`config.mk`:
```
export PLATFORM = sky130hd
export DESIGN_NAME = odr_line_repeater
export DESIGN_NICKNAME = d
export VERILOG_FILES = /design/src/rtl/odr_pkg.sv /design/src/rtl/odr_sync.sv /design/src/rtl/odr_channel.sv /design/src/rtl/odr_line_repeater.sv
export SDC_FILE = /design/constraint.sdc
export NUM_CORES = 1
export LEC_CHECK = 0
export ABC_AREA = 1
export BUFFER_PORTS_ARGS = -buffer_cell sky130_fd_sc_hd__clkbuf_2
export CAP_MARGIN = 20
export CORE_UTILIZATION = 45
export DETAILED_ROUTE_END_ITERATION = 12
export PLACE_DENSITY = 0.61
export SLEW_MARGIN = 40
export SYNTH_ARGS = -nofsm -noshare
export SYNTH_HDL_FRONTEND = slang
export SYNTH_SLANG_ARGS = --single-unit
export TNS_END_PERCENT = 10
```
`constraint.sdc`:
```
create_clock -name clk -period 3.27 [get_ports clk]
set_input_delay 0.327 -clock clk [delete_from_list [all_inputs] [get_ports clk]]
set_output_delay 0.327 -clock clk [all_outputs]
set_load 0.05 [all_outputs]
```
`src/rtl/odr_pkg.sv`:
```
package odr_pkg;

  // Per-channel sequencing state
  typedef enum logic [2:0] {
    ST_IDLE       = 3'd0,
    ST_CARD_WAIT  = 3'd1,  // card master, delaying copy to host
    ST_CARD_HOLD  = 3'd2,  // card master, host held low
    ST_CARD_BOOST = 3'd3,  // card released, host boosted high
    ST_HOST_WAIT  = 3'd4,
    ST_HOST_HOLD  = 3'd5,
    ST_HOST_BOOST = 3'd6
  } rpt_state_e;

endpackage

```
`src/rtl/odr_sync.sv`:
```
module odr_sync #(
  parameter int WIDTH  = 1,
  parameter int STAGES = 2
) (
  input  logic             clk,
  input  logic             rst,
  input  logic [WIDTH-1:0] d_i,
  output logic [WIDTH-1:0] q_o
);

  logic [WIDTH-1:0] stage_q [STAGES];

  for (genvar g = 0; g < STAGES; g++) begin : g_stage
    if (g == 0) begin : g_first
      always_ff @(posedge clk) begin
        if (rst) stage_q[g] <= '1;
        else     stage_q[g] <= d_i;
      end
    end else begin : g_next
      always_ff @(posedge clk) begin
        if (rst) stage_q[g] <= '1;
        else     stage_q[g] <= stage_q[g-1];
      end
    end
  end

  assign q_o = stage_q[STAGES-1];

endmodule

```
`src/rtl/odr_channel.sv`:
```
module odr_channel
  import odr_pkg::*;
#(
  parameter int TD_CYCLES = 12
) (
  input  logic clk,
  input  logic rst,
  input  logic cs_i,
  input  logic card_s_i,
  input  logic host_s_i,
  output logic card_pull_lo_o,
  output logic card_boost_o,
  output logic host_pull_lo_o,
  output logic host_boost_o
);

  localparam int CNT_W = (TD_CYCLES > 1) ? $clog2(TD_CYCLES) : 1;
  localparam logic [CNT_W-1:0] CNT_LAST = CNT_W'(TD_CYCLES - 1);

  rpt_state_e       state_q, state_n;
  logic [CNT_W-1:0] cnt_q;
  logic             card_prev_q, host_prev_q;
  logic             host_eff, card_fall, host_fall, cnt_last;

  // Deselected host side reads as released
  assign host_eff  = host_s_i | ~cs_i;
  assign card_fall = card_prev_q & ~card_s_i;
  assign host_fall = host_prev_q & ~host_eff;
  assign cnt_last  = (cnt_q == CNT_LAST);

  always_comb begin
    state_n = state_q;
    unique case (state_q)
      ST_IDLE: begin
        if (card_fall)      state_n = ST_CARD_WAIT;   // card wins a tie
        else if (host_fall) state_n = ST_HOST_WAIT;
      end
      ST_CARD_WAIT:  if (card_s_i) state_n = ST_IDLE;
                     else if (cnt_last) state_n = ST_CARD_HOLD;
      ST_CARD_HOLD:  if (card_s_i) state_n = ST_CARD_BOOST;
      ST_CARD_BOOST: if (cnt_last) state_n = ST_IDLE;
      ST_HOST_WAIT:  if (host_eff) state_n = ST_IDLE;
                     else if (cnt_last) state_n = ST_HOST_HOLD;
      ST_HOST_HOLD:  if (host_eff) state_n = ST_HOST_BOOST;
      ST_HOST_BOOST: if (cnt_last) state_n = ST_IDLE;
      default:       state_n = ST_IDLE;
    endcase
  end

  always_ff @(posedge clk) begin
    if (rst) begin
      state_q        <= ST_IDLE;
      cnt_q          <= '0;
      card_prev_q    <= 1'b1;
      host_prev_q    <= 1'b1;
      card_pull_lo_o <= 1'b0;
      card_boost_o   <= 1'b0;
      host_pull_lo_o <= 1'b0;
      host_boost_o   <= 1'b0;
    end else begin
      state_q        <= state_n;
      cnt_q          <= (state_n != state_q) ? '0 : cnt_q + 1'b1;
      card_prev_q    <= card_s_i;
      host_prev_q    <= host_eff;
      card_pull_lo_o <= (state_n == ST_HOST_HOLD);
      card_boost_o   <= (state_n == ST_HOST_BOOST);
      host_pull_lo_o <= (state_n == ST_CARD_HOLD)  & cs_i;
      host_boost_o   <= (state_n == ST_CARD_BOOST) & cs_i;
    end
  end

  // a line is never pulled low and boosted together
  assert_no_fight_R7: assert property (@(posedge clk) disable iff (rst)
    !(card_pull_lo_o && card_boost_o) && !(host_pull_lo_o && host_boost_o));

  // only the slave side is ever pulled
  assert_one_side_R7: assert property (@(posedge clk) disable iff (rst)
    !(card_pull_lo_o && host_pull_lo_o));

  // both sides released means no pull on the next cycle
  assert_anti_latch_R8: assert property (@(posedge clk) disable iff (rst)
    (card_s_i && host_eff) |=> (!card_pull_lo_o && !host_pull_lo_o));

  // a boost only follows removal of that side's pull-low
  assert_boost_after_pull_R6: assert property (@(posedge clk) disable iff (rst)
    $rose(card_boost_o) |-> $past(card_pull_lo_o));

  // deselected host side stays quiet
  assert_cs_quiet_R9: assert property (@(posedge clk) disable iff (rst)
    !cs_i |=> (!host_pull_lo_o && !host_boost_o));

  // simultaneous fall resolves to card master
  assert_card_priority_R4: assert property (@(posedge clk) disable iff (rst)
    (state_q == ST_IDLE && card_fall && host_fall) |=> (state_q == ST_CARD_WAIT));

endmodule

```
`src/rtl/odr_line_repeater.sv`:
```
module odr_line_repeater #(
  parameter int N_CH        = 3,
  parameter int TD_CYCLES   = 12,
  parameter int SYNC_STAGES = 2
) (
  input  logic            clk,
  input  logic            rst,
  input  logic            cs_i,
  input  logic [N_CH-1:0] card_line_i,
  input  logic [N_CH-1:0] host_line_i,
  output logic [N_CH-1:0] card_pull_lo_o,
  output logic [N_CH-1:0] card_boost_o,
  output logic [N_CH-1:0] host_pull_lo_o,
  output logic [N_CH-1:0] host_boost_o
);

  logic [N_CH-1:0] card_s, host_s;

  odr_sync #(.WIDTH(N_CH), .STAGES(SYNC_STAGES)) u_card_sync (
    .clk(clk), .rst(rst), .d_i(card_line_i), .q_o(card_s)
  );

  odr_sync #(.WIDTH(N_CH), .STAGES(SYNC_STAGES)) u_host_sync (
    .clk(clk), .rst(rst), .d_i(host_line_i), .q_o(host_s)
  );

  for (genvar c = 0; c < N_CH; c++) begin : g_ch
    odr_channel #(.TD_CYCLES(TD_CYCLES)) u_ch (
      .clk            (clk),
      .rst            (rst),
      .cs_i           (cs_i),
      .card_s_i       (card_s[c]),
      .host_s_i       (host_s[c]),
      .card_pull_lo_o (card_pull_lo_o[c]),
      .card_boost_o   (card_boost_o[c]),
      .host_pull_lo_o (host_pull_lo_o[c]),
      .host_boost_o   (host_boost_o[c])
    );
  end

endmodule

```
==> impl_metrics.py <==
metrics = {
    "clock_network": {
        "cts.repair.resized": 0,
        "numCtsBuffers": 5,
        "cts_hold_buffers": 0,
        "cts_setup_buffers": 0,
        "cts-root-buf": "clkbuf_8",
        "cts_sinks": 51,
        "cts_max_level": 2,
        "clockBufferDepth": 2,
        "cts_tree": "built",
        "clk_latency_ns": 0.30,
        "clkSlewWorstSetupHoldPaths_ns": 0.09,
    },
    "worst_setup_path": {
        "startpoint_type": "register",
        "required_ns": 3.50,
        "crit_chain": "ha_1, nand3_1, nand2_1, a21oi_2, nand2_2, nand2_1, nand2_1, nor3_1",
        "path_buf_inv": 0,
        "crit_slowest_cell": "dfxtp_1",
        "cp_common_cell": "nand2_1",
        "crit_family": "simple AND/OR/NAND/NOR gates",
        "end_kind": "register",
        "cp.arrival_ns": 1.72,
        "critical_path.max_fanout": 5,
        "critPathMaxStageDelay_ns": 0.33,
        "crit_type": "register to register",
    },
    "placement": {
        "hpwl_mm": 2.82,
        "pre_cts_slack_ns": 1.77,
        "place.gp.congestion": 0.810,
        "portBuffers": 20,
    },
    "cells_and_area": {
        "layout_common_cells": "52 x nor2_1, 51 x dfxtp_1, 40 x nand2_1",
        "layout_commonest_cell": "nor2_1",
        "num_antenna_cells": 0,
        "nets": 327,
        "drive_above_1_share_pct": 24.4,
        "area_delta_synth_final_pct": 7.89,
    },
    "die": {
        "dieArea_sq_um": 5470,
        "rows": 25,
        "core_sq_um": 4850,
        "fp.dieW_um": 74.0,
        "initial_utilization_pct": 48.1,
        "io_pins": 21,
        "dieHeight_um": 74.0,
    },
    "yosys": {
        "async_flop_share_pct": 0,
        "synth_seq_cells": 51,
        "synth_edf_count": 0,
        "synth.net_count": 317,
        "syn_avg_cell_area_sq_um": 7.64,
        "synth_top_area_cell": "dfxtp_1",
        "synth_area_sq_um": 2330,
        "synth_top_area_share_pct": 43.8,
        "synthFlopType": "dfxtp_1",
        "yosysWarnings": 0,
        "synthCells": 305,
        "ys_top_cells_by_area": "dfxtp_1 44%, nor2_1 8.4%, nand2_1 6.4%",
        "ys_types": 29,
        "yosysSeqAreaShare_pct": 43.8,
    },
    "grt": {
        "grt.busiest_layer": "met2",
        "grtUsageTotal_pct": 15.0,
        "grtUsageMet1_pct": 19.1,
        "grt_overflow_total": 0,
        "grt_pass1_vias": 1525,
        "grt_max_degree": 25,
        "use_met3_pct": 4.07,
        "grt.met2_usage_pct": 23.8,
        "antenna_found_initial": 0,
        "grt_pass1_wl_mm": 6.27,
    },
    "timing": {
        "setup_violations": 0,
        "skew_ns": 0.00687,
        "rsz0062_at_grt": "false",
        "maxSlewHeadroom_pct": 72.9,
        "setup_slack_ns": 1.77,
        "finalCritPeriodShare_pct": 45.8,
        "fin_setup_tns_ns": 0,
        "min_period_ns": 1.50,
        "tightest_slew_ns": 0.406,
        "hold_violations": 0,
        "fmax_ghz": 0.668,
        "drv_slew": 0,
    },
    "power_and_ir_drop": {
        "power_density_nw_per_um2": 474,
        "p_total_mw": 1.19,
        "leakagePower_nw": 1.19,
        "vdd_drop_max_v": 0.000198,
    },
    "drt": {
        "vias": 1776,
        "drc_errors": 0,
        "post_drt_via_cell_ratio": 4.64,
        "drt_first_pass_iters": 4,
        "totalWireLength_mm": 3.75,
        "drtIter0Drc": 79,
        "post_drt_wl_per_cell_um": 9.80,
        "ant_nets": 0,
    },
    "hold_path": {
        "hold_class": "input pin to register",
    },
    "outcome": {
        "status": "completed",
    },
    "run": {
        "drv_cap": 0,
    },
}
[final cells by class]
type,count,area (sq um)
fill,488,2330
tap,67,83.8
inverter,38,143
clock buffer,6,82.6
clock inverter,2,35.0
sequential,51,1020
timing repair buffer,20,100
multi-input combinational,199,1050
[layer usage]
metal | wire (um) | up-vias
met5 | 0 | -
met4 | 68 | 0
met3 | 113 | 7
met2 | 1610 | 28
met1 | 1960 | 775
li1 | - | 966
[worst paths after layout]
kind / endpoint / slack [ns] / cells past startpoint / start
max: g_ch[2].u_ch.cnt_q[1] / 1.77 / 8 / g_ch[2].u_ch.cnt_q[0]
min: u_card_sync.stage_q[0][2] / 0.21 / 2 / card_line_i[2]
max reg2reg: g_ch[2].u_ch.cnt_q[1] / 1.77 / 8 / g_ch[2].u_ch.cnt_q[0]
min reg2reg: u_card_sync.stage_q[1][1] / 0.41 / 1 / u_card_sync.stage_q[0][1]
[where the power goes]
part	switching, mW	leakage, nW	internal, mW
logic	0.0546	0.713	0.0354
registers	0.0166	0.416	0.644
clock network	0.194	0.0612	0.248
[flip-flops by register name (all words and copies together) (netlist names)]
signal / cells
u_card_sync.stage_q: 6
g_ch.u_ch.cnt_q: 12
g_ch.u_ch.host_prev_q: 3
g_ch.u_ch.host_boost_o: 3
g_ch.u_ch.card_pull_lo_o: 3
g_ch.u_ch.card_boost_o: 3
g_ch.u_ch.host_pull_lo_o: 3
g_ch.u_ch.card_prev_q: 3
u_host_sync.stage_q: 6
g_ch.u_ch.state_q: 9
[worst reg2reg max path, delay by kind of cell, from the launching register on]
family                     cells  cell delay (ns)
AOI/OAI and AO/OA              1             0.18
adders and majority gates      1             0.22
DFF                            1             0.33
and+or+nand+nor                6             0.70
[per-stage QoR]
step                      instances  instance area (sq um)  hold WS, ns  util (%)
after floorplan                 305                   2330        0.389         -
after global placement          375                   2400        0.391      49.4
after detailed placement        375                   2400        0.394      49.4
after CTS                       383                   2510        0.192      51.8
after global routing            383                   2510        0.199      51.8
final                           383                   2510        0.206      51.8
[cells in the mapped netlist (5+ instances only)]
| cell | instances |
|---|---|
| buf_4 | 14 |
| dfxtp_1 | 51 |
| inv_1 | 31 |
| inv_2 | 7 |
| nand2_1 | 40 |
| nand2_2 | 8 |
| nand3_1 | 30 |
| nand3_2 | 5 |
| nand4_1 | 8 |
| nor2_1 | 52 |
| nor2_2 | 8 |
| nor3_1 | 6 |
| or2_2 | 15 |
[kinds of logic after synthesis]
kind of cell | Yosys count | synth area share [%]
adder cells (fa/ha/maj) | 3 | 1.61
XOR/XNOR | 6 | 2.26
AND/OR/NAND/NOR | 179 | 37.8
buffers and inverters | 55 | 11.2
flip-flops | 51 | 43.8
AO/OA/AOI/OAI | 11 | 3.38
Power figures use the tool's default switching activity.
